[config.mk]
export PLATFORM = sky130hd
export DESIGN_NAME = obuf_irq_arbiter
export DESIGN_NICKNAME = d
export VERILOG_FILES = /design/src/rtl/obuf_arb_pkg.sv /design/src/rtl/obuf_src_select.sv /design/src/rtl/obuf_irq_gate.sv /design/src/rtl/obuf_irq_arbiter.sv
export SDC_FILE = /design/constraint.sdc
export NUM_CORES = 1
export LEC_CHECK = 0
export ABC_AREA = 1
export BUFFER_PORTS_ARGS = -buffer_cell sky130_fd_sc_hd__clkbuf_2
export CORE_MARGIN = 2
export CORE_UTILIZATION = 38
export DETAILED_ROUTE_END_ITERATION = 16
export GPL_TIMING_DRIVEN = 0
export MAX_ROUTING_LAYER = met4
export PLACE_DENSITY = 0.77
export SKIP_CTS_REPAIR_TIMING = 1
export SLEW_MARGIN = 10
export SYNTH_ARGS = -nofsm -noshare
export SYNTH_HDL_FRONTEND = slang
export SYNTH_SLANG_ARGS = --single-unit
[constraint.sdc]
create_clock -name clk -period 1.17 [get_ports clk]
set_clock_uncertainty 0.05 [all_clocks]
set_input_delay 0.0585 -clock clk [delete_from_list [all_inputs] [get_ports clk]]
set_output_delay 0.0585 -clock clk [all_outputs]
set_load 0.005 [all_outputs]
[src/rtl/obuf_arb_pkg.sv]
package obuf_arb_pkg;
    // Mode byte bit positions decoded by the interrupt gates
    localparam int unsigned MODE_KBD_IE  = 0;
    localparam int unsigned MODE_AUX_IE  = 1;
    localparam int unsigned MODE_KBD_OFF = 4;
    localparam int unsigned MODE_AUX_OFF = 5;

    // Pending flag positions
    localparam int unsigned PEND_KBD = 0;
    localparam int unsigned PEND_AUX = 1;
    localparam int unsigned NUM_SRC  = 2;

    typedef enum logic {
        SRC_KBD = 1'b0,
        SRC_AUX = 1'b1
    } src_e;
endpackage

[src/rtl/obuf_src_select.sv]
module obuf_src_select
    import obuf_arb_pkg::*;
(
    input  logic [NUM_SRC-1:0] pend_i,
    output logic               any_o,
    output logic               aux_only_o,
    output src_e               src_o
);
    always_comb begin
        any_o      = |pend_i;
        aux_only_o = pend_i[PEND_AUX] && !pend_i[PEND_KBD];
        src_o      = aux_only_o ? SRC_AUX : SRC_KBD;
    end
endmodule

[src/rtl/obuf_irq_gate.sv]
module obuf_irq_gate
    import obuf_arb_pkg::*;
#(
    parameter int unsigned MODE_W = 8
) (
    input  logic              any_i,
    input  logic              aux_only_i,
    input  logic [MODE_W-1:0] mode_i,
    output logic              kbd_irq_o,
    output logic              aux_irq_o
);
    always_comb begin
        kbd_irq_o = any_i && !aux_only_i && mode_i[MODE_KBD_IE] && !mode_i[MODE_KBD_OFF];
        aux_irq_o = any_i &&  aux_only_i && mode_i[MODE_AUX_IE];
    end
endmodule

[src/rtl/obuf_irq_arbiter.sv]
module obuf_irq_arbiter
    import obuf_arb_pkg::*;
#(
    parameter int unsigned DATA_W = 8,
    parameter int unsigned MODE_W = 8
) (
    input  logic              clk,
    input  logic              rst_n,
    input  logic              kbd_avail_i,
    input  logic              aux_avail_i,
    input  logic [MODE_W-1:0] mode_i,
    input  logic [DATA_W-1:0] kbd_byte_i,
    input  logic [DATA_W-1:0] aux_byte_i,
    input  logic              data_rd_i,
    output logic              stat_full_o,
    output logic              stat_aux_full_o,
    output logic              oport_full_o,
    output logic              oport_aux_full_o,
    output logic              kbd_irq_o,
    output logic              aux_irq_o,
    output logic [DATA_W-1:0] rd_byte_o,
    output logic              kbd_ack_o,
    output logic              aux_ack_o
);
    typedef struct packed {
        logic [NUM_SRC-1:0] pend;
        logic               kirq;
        logic               airq;
        logic [DATA_W-1:0]  rbyte;
        logic [NUM_SRC-1:0] ack;
    } arb_state_t;

    arb_state_t st_d, st_q;

    // Selection seen by the host in the current cycle
    logic cur_any, cur_aux_only;
    src_e cur_src;
    obuf_src_select u_sel_cur (
        .pend_i     (st_q.pend),
        .any_o      (cur_any),
        .aux_only_o (cur_aux_only),
        .src_o      (cur_src)
    );

    // Selection for the pending value about to be registered
    logic [NUM_SRC-1:0] pend_next;
    logic nxt_any, nxt_aux_only;
    src_e nxt_src;
    always_comb begin
        pend_next           = '0;
        pend_next[PEND_KBD] = kbd_avail_i;
        pend_next[PEND_AUX] = aux_avail_i;
    end
    obuf_src_select u_sel_nxt (
        .pend_i     (pend_next),
        .any_o      (nxt_any),
        .aux_only_o (nxt_aux_only),
        .src_o      (nxt_src)
    );

    logic kirq_nxt, airq_nxt;
    obuf_irq_gate #(.MODE_W(MODE_W)) u_gate (
        .any_i      (nxt_any),
        .aux_only_i (nxt_aux_only),
        .mode_i     (mode_i),
        .kbd_irq_o  (kirq_nxt),
        .aux_irq_o  (airq_nxt)
    );

    // Acknowledge routing, one lane per source
    logic [NUM_SRC-1:0] ack_nxt;
    for (genvar g = 0; g < NUM_SRC; g++) begin : g_ack
        localparam src_e LANE_SRC = (g == PEND_AUX) ? SRC_AUX : SRC_KBD;
        assign ack_nxt[g] = data_rd_i && (cur_src == LANE_SRC);
    end

    always_comb begin
        st_d      = st_q;
        st_d.pend = pend_next;
        st_d.kirq = kirq_nxt;
        st_d.airq = airq_nxt;
        st_d.ack  = ack_nxt;
        if (data_rd_i) begin
            st_d.rbyte = (cur_src == SRC_AUX) ? aux_byte_i : kbd_byte_i;
        end
    end

    always_ff @(posedge clk) begin
        if (!rst_n) begin
            st_q <= '0;
        end else begin
            st_q <= st_d;
        end
    end

    assign stat_full_o      = cur_any;
    assign stat_aux_full_o  = cur_aux_only;
    assign oport_full_o     = cur_any;
    assign oport_aux_full_o = cur_aux_only;
    assign kbd_irq_o        = st_q.kirq;
    assign aux_irq_o        = st_q.airq;
    assign rd_byte_o        = st_q.rbyte;
    assign kbd_ack_o        = st_q.ack[PEND_KBD];
    assign aux_ack_o        = st_q.ack[PEND_AUX];
endmodule

==> metrics.csv <==
stage,metric,value,unit
outcome,status,"complete, but fails checks",
outcome,violations,negative hold slack,
synth,async_flop_share,0,%
synth,synth-edff-count,0,
placement,portBuffers,39,
cts,clk-insertion-delay-late,0.28,ns
global_route,grt_max_degree,12,
setup_path,crit_path_max_fanout,2,
synth,ys_seq_area_share,45.6,%
finish,area.growth.synth_to_final,72.1,%
timing,post-route-min-period,1.16,ns
drt,remaining_drc_errors,0,
cts,htree_num_levels,1,
setup_path,rr_worst_depth,4,
synth,synthCells,76,
setup_path,crit_type,input port to flip-flop,
cts,cts_buffers,3,
cts,clock_path_buffers,2,
hold_path,hold_depth,3,
synth,synth_area_leaders,"dfxtp_1, nand3_1, buf_4",
timing,setup_tns,0,ns
setup_path,start_kind,input port,
die,chipWidth,44.2,µm
placement,pre_cts_ws,0.222,ns
synth,synth.most_common_cell,nand3_1,
synth,synth_nets,105,
hold_path,min_to,rd_byte_o[2],
placement,dpl_cell_area,830,µm²
synth,synth-main-ff-cell,dfxtp_1,
die,io-pin-count,45,
setup_path,critical_path_arrival,1.34,ns
job,cap_violations,0,
finish,drive_gt1_share,47.8,%
global_route,grt_first_pass_wirelength,2.15,mm
power,irDropWorstVdd,0.000630,V
finish,antenna-diode-count,0,
finish,utilization,70.2,%
synth,syn_area,614,µm²
finish,layout.nets,169,
synth,ys_ff_latch,14,
setup_path,timing.rr.start,st_q[13],
die,core,1510,µm²
die,die_y,44.2,µm
drt,vias,702,
timing,drv_slew,0,
timing,setup_slack,0.00521,ns
timing,timing.fmax,859,MHz
hold_path,hold_start,aux_byte_i[2],
die,floorplan.initialDensity,40.8,%
synth,yosysTopAreaCell,dfxtp_1,
placement,hpwl,1.05,mm
die,fp.dieArea,1950,µm²
cts,cts.sinks,14,
drt,wl_per_cell,11.0,µm
power,power_leakage,0.000575,µW
setup_path,startpoint,kbd_avail_i,
timing,relSlewSlack,77.4,%
setup_path,r2r-end,rd_byte_o[2],
timing,final-hold-violation-count,3,
setup_path,rrSetupSlack,0.21,ns
hold_path,hold_path.class,input port to flip-flop,
drt,drtIter0Drc,12,
drt,drt-total-wl,1.69,mm
finish,postLayoutCellArea,1060,µm²
synth,netlist.area_leader.share,45.6,%
power,power_density,969,nW/µm²
timing,worstMarginPinSlew,0.339,ns
drt,drtPass1Iterations,5,
timing,min_period_over_period,99.6,%
setup_path,cp-end-kind,flip-flop,
drt,ant_nets,0,
drt,vias_per_cell,4.56,
global_route,track_usage,16.5,%
cts,clkSlewWorstSetupHoldPaths,0.08,ns
cts,cts_tree,done,
cts,clockRootBuffer,clkbuf_4,
global_route,antenna_found_initial,0,
placement,gp_congestion,0.737,
timing,timing.hold.ws,-0.0272,ns
global_route,first_global_vias,551,
global_route,overflow,0,
synth,syn_area_per_cell,8.08,µm²
die,fp-row-count,14,
setup_path,cp_data_required_time,1.34,ns
synth,yosys_warnings,0,
timing,setup_viol,0,
synth,synthTopCellsByCount,"nand3_1, dfxtp_1, nand2_1",
synth,synth.distinct_cells,12,
==> report_power, final <==
group / internal (µW) / switching, µW
logic: 143 / 90.6
registers: 503 / 16.9
clock network: 119 / 151
==> worst max-delay path by stage <==
| stage | end |
|---|---|
| floorplan | rd_byte_o[0] |
| global placement | rd_byte_o[0] |
| detailed placement | stat_aux_full_o |
| CTS | stat_aux_full_o |
| global route | aux_irq_o |
| finish | aux_irq_o |
==> layout by cell type, fill, tap and decap left out <==
cell | netlist | final
dlygate4sd3_1 | 0 | 17
nand3_1 | 24 | 24
dfxtp_1 | 14 | 12
nor2_2 | 1 | 1
clkbuf_4 | 0 | 3
buf_6 | 1 | 1
clkbuf_2 | 0 | 39
nor2_1 | 4 | 4
inv_1 | 4 | 3
dfxtp_4 | 0 | 2
buf_4 | 10 | 13
nand2_1 | 13 | 12
inv_4 | 1 | 2
nor2_8 | 1 | 1
nand2_2 | 2 | 3
inv_2 | 1 | 1
==> metal layers <==
metal / part of all wire (%) / track usage [%] / routed length (µm)
met2: 52 / 23.8 / 879
met1: 39 / 19.0 / 659
met5: 0 / - / 0
met3: 6.9 / 3.67 / 117
met4: 2.1 / 14.5 / 35
==> worst max-delay path, cell delays in order <==
cell and delay [ns]:
dlygate4sd3_1 0.53, clkbuf_2 0.11, nor2_1 0.09, dlygate4sd3_1 0.55
==> sequential cells by signal, indices dropped and copies added, names as in the netlist <==
| signal | flops |
|---|---|
| aux_irq_o | 1 |
| rd_byte_o | 8 |
| st_q | 2 |
| kbd_irq_o | 1 |
| kbd_ack_o | 1 |
| aux_ack_o | 1 |
==> kinds of logic after synthesis <==
group                  share of synthesized area (%)
buffers and inverters                           18.1
DFF                                             45.6
and+or+nand+nor                                 36.3
==> through the flow <==
| stage | cells | hold WS (ns) | total power [µW] |
|---|---|---|---|
| after floorplan | 76 | 0.0800 | 624 |
| after global placement | 131 | 0.164 | 705 |
| after detailed placement | 131 | 0.173 | 710 |
| after CTS | 134 | -0.135 | 982 |
| after global routing | 154 | -0.00646 | 1090 |
| final | 154 | -0.0272 | 1020 |
==> layout make-up <==
| cell class | count | area (µm²) |
|---|---|---|
| Fill cell | 121 | 449 |
| Timing Repair Buffer | 60 | 395 |
| Sequential cell | 14 | 288 |
| Multi-Input combinational cell | 45 | 225 |
| Buffer | 10 | 78.8 |
| Inverter | 6 | 27.5 |
| Clock buffer | 3 | 22.5 |
| Tap cell | 16 | 20.0 |
Power figures use the tool's default switching activity.
